$ cat src/rtl/strap_pkg.sv
package strap_pkg;

  typedef enum logic [1:0] {
    PULL_NONE = 2'b00,
    PULL_UP   = 2'b01,
    PULL_DOWN = 2'b10
  } pull_e;

  typedef enum logic [1:0] {
    ST_IDLE    = 2'd0,
    ST_UP_WAIT = 2'd1,
    ST_DN_WAIT = 2'd2,
    ST_PACK    = 2'd3
  } state_e;

  function automatic longint pow3(input int n);
    longint r;
    r = 1;
    for (int i = 0; i < n; i++) r = r * 3;
    return r;
  endfunction

endpackage

$ cat src/rtl/strap_sync.sv
module strap_sync #(
  parameter int WIDTH  = 4,
  parameter int STAGES = 2
) (
  input  logic             clk,
  input  logic             rst,
  input  logic [WIDTH-1:0] d,
  output logic [WIDTH-1:0] q
);

  logic [WIDTH-1:0] stg [STAGES];

  for (genvar s = 0; s < STAGES; s++) begin : g_stage
    if (s == 0) begin : g_first
      always_ff @(posedge clk) begin
        if (rst) stg[s] <= '0;
        else     stg[s] <= d;
      end
    end else begin : g_rest
      always_ff @(posedge clk) begin
        if (rst) stg[s] <= '0;
        else     stg[s] <= stg[s-1];
      end
    end
  end

  assign q = stg[STAGES-1];

endmodule

$ cat src/rtl/strap_settle_timer.sv
module strap_settle_timer #(
  parameter int CYCLES = 2500
) (
  input  logic clk,
  input  logic rst,
  input  logic load,
  output logic expired
);

  localparam int CNT_W = (CYCLES > 1) ? $clog2(CYCLES) : 1;

  logic [CNT_W-1:0] cnt;
  logic             running;

  always_ff @(posedge clk) begin
    if (rst) begin
      cnt     <= '0;
      running <= 1'b0;
    end else if (load) begin
      cnt     <= CNT_W'(CYCLES - 1);
      running <= 1'b1;
    end else if (running) begin
      if (cnt == '0) running <= 1'b0;
      else           cnt     <= cnt - 1'b1;
    end
  end

  assign expired = running && (cnt == '0);

endmodule

$ cat src/rtl/strap_id_packer.sv
module strap_id_packer #(
  parameter int W = 7
) (
  input  logic         clk,
  input  logic         rst,
  input  logic         clear,
  input  logic         step,
  input  logic [1:0]   digit,
  output logic [W-1:0] acc,
  output logic [W-1:0] acc_next
);

  // times three by shift and add, then append the new least significant digit
  assign acc_next = acc + {acc[W-2:0], 1'b0} + W'(digit);

  always_ff @(posedge clk) begin
    if (rst || clear) acc <= '0;
    else if (step)    acc <= acc_next;
  end

endmodule

$ cat src/rtl/strap_ternary_reader.sv
module strap_ternary_reader #(
  parameter int NUM_PINS    = 4,
  parameter int CLK_FREQ_HZ = 250_000_000,
  parameter int SETTLE_US   = 10,
  parameter int SYNC_STAGES = 2,
  localparam int ID_W       = $clog2(strap_pkg::pow3(NUM_PINS))
) (
  input  logic                  clk,
  input  logic                  rst,
  input  logic                  start,
  input  logic [NUM_PINS-1:0]   pin_in,
  output logic                  busy,
  output logic                  done,
  output logic [ID_W-1:0]       id_out,
  output logic [2*NUM_PINS-1:0] pull_sel,
  output logic [NUM_PINS-1:0]   in_buf_en,
  output logic [NUM_PINS-1:0]   out_drv_en,
  output logic [NUM_PINS-1:0]   irq_en,
  output logic [NUM_PINS-1:0]   gpio_sel
);
  import strap_pkg::*;

  localparam longint RAW_SETTLE = (longint'(CLK_FREQ_HZ) * SETTLE_US + 999_999) / 1_000_000;
  localparam int     MIN_SETTLE = SYNC_STAGES + 1;
  localparam int     SETTLE_CYC = (RAW_SETTLE > MIN_SETTLE) ? int'(RAW_SETTLE) : MIN_SETTLE;
  localparam int     IDX_W      = (NUM_PINS > 1) ? $clog2(NUM_PINS) : 1;

  localparam logic [2*NUM_PINS-1:0] ALL_UP   = {NUM_PINS{PULL_UP}};
  localparam logic [2*NUM_PINS-1:0] ALL_DOWN = {NUM_PINS{PULL_DOWN}};

  state_e              state;
  logic [NUM_PINS-1:0] pin_s;
  logic [NUM_PINS-1:0] up_smp;
  logic [NUM_PINS-1:0] dn_smp;
  logic [IDX_W-1:0]    idx;
  logic [1:0]          digit_vec [NUM_PINS];
  logic [1:0]          cur_digit;
  logic [ID_W-1:0]     acc;
  logic [ID_W-1:0]     acc_nx;
  logic                tmr_load;
  logic                tmr_exp;
  logic                pk_clear;
  logic                pk_step;

  strap_sync #(
    .WIDTH (NUM_PINS),
    .STAGES(SYNC_STAGES)
  ) u_sync (
    .clk(clk),
    .rst(rst),
    .d  (pin_in),
    .q  (pin_s)
  );

  strap_settle_timer #(
    .CYCLES(SETTLE_CYC)
  ) u_timer (
    .clk    (clk),
    .rst    (rst),
    .load   (tmr_load),
    .expired(tmr_exp)
  );

  for (genvar i = 0; i < NUM_PINS; i++) begin : g_digit
    assign digit_vec[i] = {up_smp[i] ^ dn_smp[i], dn_smp[i]};
  end

  assign cur_digit = digit_vec[idx];

  strap_id_packer #(
    .W(ID_W)
  ) u_pack (
    .clk     (clk),
    .rst     (rst),
    .clear   (pk_clear),
    .step    (pk_step),
    .digit   (cur_digit),
    .acc     (acc),
    .acc_next(acc_nx)
  );

  always_comb begin
    tmr_load = ((state == ST_IDLE) && start) || ((state == ST_UP_WAIT) && tmr_exp);
    pk_clear = (state == ST_DN_WAIT) && tmr_exp;
    pk_step  = (state == ST_PACK);
  end

  always_ff @(posedge clk) begin
    if (rst) begin
      state      <= ST_IDLE;
      up_smp     <= '0;
      dn_smp     <= '0;
      idx        <= '0;
      busy       <= 1'b0;
      done       <= 1'b0;
      id_out     <= '0;
      pull_sel   <= '0;
      in_buf_en  <= '0;
      out_drv_en <= '0;
      irq_en     <= '0;
      gpio_sel   <= '0;
    end else begin
      done <= 1'b0;
      case (state)
        ST_IDLE: begin
          if (start) begin
            state      <= ST_UP_WAIT;
            busy       <= 1'b1;
            pull_sel   <= ALL_UP;
            in_buf_en  <= '1;
            gpio_sel   <= '1;
            out_drv_en <= '0;
            irq_en     <= '0;
          end
        end
        ST_UP_WAIT: begin
          if (tmr_exp) begin
            up_smp   <= pin_s;
            pull_sel <= ALL_DOWN;
            state    <= ST_DN_WAIT;
          end
        end
        ST_DN_WAIT: begin
          if (tmr_exp) begin
            dn_smp <= pin_s;
            idx    <= IDX_W'(NUM_PINS - 1);
            state  <= ST_PACK;
          end
        end
        ST_PACK: begin
          if (idx == '0) begin
            id_out   <= acc_nx;
            done     <= 1'b1;
            busy     <= 1'b0;
            pull_sel <= '0;
            state    <= ST_IDLE;
          end else begin
            idx <= idx - 1'b1;
          end
        end
        default: state <= ST_IDLE;
      endcase
    end
  end

endmodule

$ cat config.mk
export PLATFORM = sky130hd
export DESIGN_NAME = strap_ternary_reader
export DESIGN_NICKNAME = d
export VERILOG_FILES = /design/src/rtl/strap_pkg.sv /design/src/rtl/strap_sync.sv /design/src/rtl/strap_settle_timer.sv /design/src/rtl/strap_id_packer.sv /design/src/rtl/strap_ternary_reader.sv
export SDC_FILE = /design/constraint.sdc
export NUM_CORES = 1
export LEC_CHECK = 0
export BUFFER_PORTS_ARGS = -buffer_cell sky130_fd_sc_hd__buf_4
export CORE_ASPECT_RATIO = 0.7
export CORE_MARGIN = 2
export CORE_UTILIZATION = 55
export DETAILED_ROUTE_END_ITERATION = 7
export GPL_TIMING_DRIVEN = 0
export MAX_ROUTING_LAYER = met4
export PLACE_DENSITY = 0.77
export SLEW_MARGIN = 10
export SYNTH_ARGS = -nofsm -noshare
export SYNTH_HDL_FRONTEND = slang
export SYNTH_SLANG_ARGS = --single-unit
export TNS_END_PERCENT = 1
$ cat constraint.sdc
create_clock -name clk -period 4.7 [get_ports clk]
set_input_delay 0.47 -clock clk [delete_from_list [all_inputs] [get_ports clk]]
set_output_delay 0.47 -clock clk [all_outputs]
set_load 0.01 [all_outputs]
# After elaboration in Yosys (flattened, before gate mapping)
# Memories as Yosys holds them, arrays and structs flattened.
# Index checks and enable logic that the tools add are counted.
# word_totals
ff_bits	50
mem_bits_rw	8
input_bits	7
memories	1
# memory_table
memory	depth	width	rd	rd_clocked_by_memory_dff	wr	line	source
u_sync.stg	2	4	2	0	2	strap_sync.sv:11	logic [WIDTH-1:0] stg [STAGES];
# op_classes
n_addsub	4
order_cmp	1
n_eq_ne	9
mux	29
bitwise_logic	9
n_reduce_logical	25
# op_table
cell	n
$mux W12	3
$mux W8	3
$pmux W8 S3	1
$mux W2	7
$logic_not A12 Y1	1
$reduce_and A2 Y1	6
$sub A12 B1 Y12 const B	1
$ne A2 B2 Y1 const B	5
$mux W1	9
$mux W4	2
$pmux W2 S4	1
$reduce_and A4 Y1	2
$add A7 B2 Y7	1
$add A7 B7 Y7	1
$reduce_and A3 Y1	2
$reduce_bool A2 Y1	3
$bmux W2 S2	1
$eq A2 B2 Y1 const B	2
$logic_and A1 B1 Y1	4
$logic_not A2 Y1	2
$pmux W2 S2	1
$reduce_or A2 Y1	2
$xor A1 B1 Y1	4
$ge A3 B3 Y1 const B	1
9 further kinds	12

# Longest topological paths before layout
# logic_depth
depth_word	6
mapped_depth	10
ltp_nobuf	10

# Cells and area by module
# A second synthesis with hierarchy kept.
# unflattened
cells_unflattened	307
area_unflattened_um2	2861.5
# by_module_without_submodules
mod	n_inst	cells_per_inst	area_per_inst_um2
strap_ternary_reader	1	161	1408.9
strap_settle_timer	1	77	700.7
strap_id_packer	1	53	541.8
strap_sync	1	16	210.2

# Worst setup path after synthesis
# OpenSTA, ideal clock, no wires.
# synth_path
path_kind	register -> register
from	reg idx[0]
to	reg id_out[5]
setup_ps	70
arrival_ps	2636
required_time_ps	4630
setup_slack_ps	1994
stages_incl_launch_ff	11
n_path_buf	0
path_cell_list	dfxtp_1 inv_1 mux4_2 fa_1 ha_1 fa_1 a21o_1 a21oi_1 xnor2_1 nand2_1 a21oi_1
# synth_between
elab_chain_cells	5
# synth_lines
element	line	source
start, declared	strap_ternary_reader.sv:35	logic [IDX_W-1:0] idx;
start signal, assigned	strap_ternary_reader.sv:126	idx <= IDX_W'(NUM_PINS - 1);
start signal, assigned	strap_ternary_reader.sv:138	idx <= idx - 1'b1;
$not A2 Y3 (implied by the code)	strap_ternary_reader.sv:68	assign cur_digit = digit_vec[idx];
$bmux W2 S2	strap_ternary_reader.sv:68	
$mux W2 (implied by the code) (2 in series)	strap_ternary_reader.sv:68	
$add A7 B2 Y7	strap_id_packer.sv:14	assign acc_next = acc + {acc[W-2:0], 1'b0} + W'(digit);
end signal, assigned	strap_ternary_reader.sv:132	id_out <= acc_nx;
end, declared	strap_ternary_reader.sv:14	output logic [ID_W-1:0] id_out,
# Several ways; a longest one is shown, not always the timed one. The select of a mux whose other input is x is not followed.
# A chain may end at the register's enable or synchronous reset.

# Worst setup path after layout
# Same ends and word-level chain as after synthesis.

==> flow_summary.json <==
{
  "core.rowCount": 21,
  "wl_um": 5368,
  "synth_mux_area_share_pct": 6.764,
  "via_per_inst": 5.160,
  "ys_top_cells_by_area": "dfxtp_1 (38%), ha_1 (7.3%), buf_4 (5.8%), mux2i_1 (5.1%), nor2_1 (4.3%)",
  "ys_seq_area_share_pct": 38.03,
  "status": "finished, final reports clean",
  "hold_viol": 0,
  "cts_made_buffers": 5,
  "cellPowerDensity_nw_per_um2": 504.8,
  "setup_slack_ps": 1712,
  "num_vias": 2100,
  "dr.pass1.iters": 4,
  "clk_pin_slew_worst_paths_ps": 90,
  "start_util_pct": 57.25,
  "grt_max_degree": 18,
  "avgSynthCellArea_um2": 9.343,
  "slew_headroom_pct": 57.93,
  "critical_path_class": "reg -> reg",
  "synth-seq-cells": 52,
  "overflow": 0,
  "h-tree-depth": 2,
  "cp-end-kind": "flop",
  "num_antenna_cells": 0,
  "synth_edf_count": 0,
  "start_kind": "flop",
  "drc": 0,
  "grt_setup_unrepaired": "no",
  "root_buffer": "clkbuf_8",
  "p_sw_uw": 629.4,
  "grt_pass1_wl_um": 9266,
  "p_seq_share_pct": 36.3,
  "cellLeakagePower_uw": 0.001467,
  "required_ps": 4940,
  "setup_viol": 0,
  "ios": 40,
  "synth_adder_area_share_pct": 8.775,
  "drt-initial-drc-count": 141,
  "min_period_ps": 2988,
  "yosys_most_used_dff": "dfxtp_1",
  "place_congestion": 0.8932,
  "synth_most_common_cell": "dfxtp_1",
  "tightest_slew_ps": 631.0,
  "drive_gt1_share_pct": 21.60,
  "drv_slew": 0,
  "die_x_um": 88.33,
  "cts_tree": "built",
  "fmax_ghz": 0.3347,
  "die_height_um": 63.03,
  "postCtsHoldBufs": 0,
  "area_growth_syn_to_layout_pct": 16.59,
  "synth.distinct_cells": 54,
  "synthSimpleGateAreaFrac_pct": 21.66,
  "ys_warn_count": 0,
  "cap_violations": 0,
  "clkSinkCount": 52,
  "hp-class": "in -> reg",
  "netSwitchingFraction_pct": 39.06,
  "port_buffers": 30,
  "synthXorXnorAreaFrac_pct": 5.119,
  "synth_compound_area_share_pct": 10.69,
  "grt_pass1_vias": 1994,
  "postSynthCellCount": 293,
  "fin_crit_sh_pct": 63.57,
  "ctsResizeCount": 0,
  "netlist_area_um2": 2738,
  "peakVddDrop_uv": 307.0,
  "track_usage_pct": 22.02,
  "synth_top_family_by_area": "simple AND/OR/NAND/NOR gates",
  "post-cts-setup-buffer-count": 0,
  "path_max_fanout": 4,
  "wl_per_cell_um": 13.19,
  "tns_ps": 0,
  "place_ws_ps": 1753,
  "num-nets-final": 362,
  "dpl.hpwl_um": 4126,
  "grt_antenna_before_repair": 0,
  "power.share.clock_pct": 19.5,
  "synth_top_area_share_pct": 38.03,
  "p_comb_share_pct": 44.2,
  "clockBufferDepth": 2,
  "p_int_uw": 981.8,
  "yosysTopAreaCell": "dfxtp_1",
  "cp.arrival_ps": 3230,
  "core_um2": 4782,
  "fin_skew_ps": 3.454,
  "insertion_delay_ps": 310,
  "synth_commonest_cells": "dfxtp_1 (52), nor2_1 (31), nand2_1 (25)",
  "synthArstFlopShare_pct": 0,
  "die-area_um2": 5567,
  "ant_nets": 0
}
power by group through the flow:
| stage | clock network, uW | logic, uW | registers (uW) |
|---|---|---|---|
| 2_1_floorplan | 0 | 531 | 583 |
| 3_3_place_gp | 0 | 681 | 589 |
| 3_5_place_dp | 0 | 707 | 594 |
| 4_1_cts | 320 | 709 | 584 |
| 5_1_grt | 337 | 791 | 595 |
| 6_report | 314 | 713 | 584 |
cell families (layout without fill, tap and decap cells):
group,count (synthesis),in the layout
buffers and inverters,41,79
XOR/XNOR,16,16
multiplexers,16,16
flip-flops,52,52
adder cells (fa/ha/maj),18,18
other,1,8
AND/OR/NAND/NOR,107,107
AO/OA/AOI/OAI,42,42
per-stage QoR:
step | hold slack, ps | std cells | power, uW | util [%] | cell area [um2]
6_report | 363.9 | 407 | 1611 | 66.75 | 3192
5_1_grt | 349.2 | 407 | 1723 | 66.75 | 3192
4_1_cts | 355.9 | 407 | 1612 | 66.75 | 3192
3_5_place_dp | 423.9 | 399 | 1301 | 64.31 | 3075
3_3_place_gp | 419.4 | 399 | 1270 | 64.31 | 3075
2_1_floorplan | 413.8 | 300 | 1114 | - | 2764
cell usage in the layout, fill, tap and decap left out, types with 2 or more instances in the layout:
| master | instances |
|---|---|
| o211a_1 | 2 |
| xnor2_1 | 5 |
| a21o_1 | 2 |
| inv_1 | 11 |
| clkbuf_8 | 5 |
| nor3b_1 | 2 |
| ha_1 | 16 |
| nor4_4 | 2 |
| nand4b_1 | 2 |
| fa_1 | 2 |
| and2_1 | 3 |
| clkbuf_1 | 6 |
| nand2_1 | 25 |
| clkinv_4 | 2 |
| a21oi_1 | 16 |
| nor2b_1 | 10 |
| xor2_1 | 11 |
| a41oi_1 | 2 |
| nor2_1 | 31 |
| and3_1 | 2 |
| conb_1 | 8 |
| dfxtp_1 | 52 |
| a211oi_1 | 7 |
| or2_2 | 2 |
| o21ai_0 | 2 |
| nand3_1 | 4 |
| nor3_1 | 12 |
| mux2i_1 | 14 |
| mux4_2 | 2 |
| buf_4 | 51 |
final cells by class:
cell class | count | area (um2)
buffer | 30 | 200.2
clock buffer | 5 | 68.82
fill | 385 | 1590
tap | 69 | 86.33
sequential | 52 | 1041
multi-input combinational | 207 | 1481
clock inverter | 3 | 47.55
inverter | 11 | 41.29
timing repair buffer | 30 | 225.2
flip-flops by register name, indices dropped and copies added (netlist names):
name	count
busy	1
dn_smp	4
done	1
gpio_sel	1
id_out	7
idx	2
pull_sel	2
state	2
u_pack.acc	7
u_sync.stg	8
u_timer.cnt	12
u_timer.running	1
up_smp	4
critical path, cell delays in order (launching register included):
cell and delay (ps):
dfxtp_1 350, inv_1 150, mux4_2 530, fa_1 450, ha_1 260, fa_1 430
a21o_1 190, a21oi_1 190, xnor2_1 170, nand2_1 80, a21oi_1 120
final timing paths:
check             cells after the start          endpoint              from  slack [ps]
setup / recovery                     10         id_out[5]            idx[0]        1710
hold / removal                        2  u_sync.stg[0][0]         pin_in[0]         360
setup reg to reg                     10         id_out[5]            idx[0]        1710
hold reg to reg                       1  u_sync.stg[1][0]  u_sync.stg[0][0]         440
layer usage:
metal / track usage (%) / routed length (um) / vias up
met1: 31.53 / 2815 / 950
met2: 31.02 / 2155 / 62
met5: - / 0 / -
li1: - / - / 1080
met4: 7.197 / 86 / 0
met3: 4.624 / 310 / 8
No activity file was read; power rests on OpenSTA's default activity.
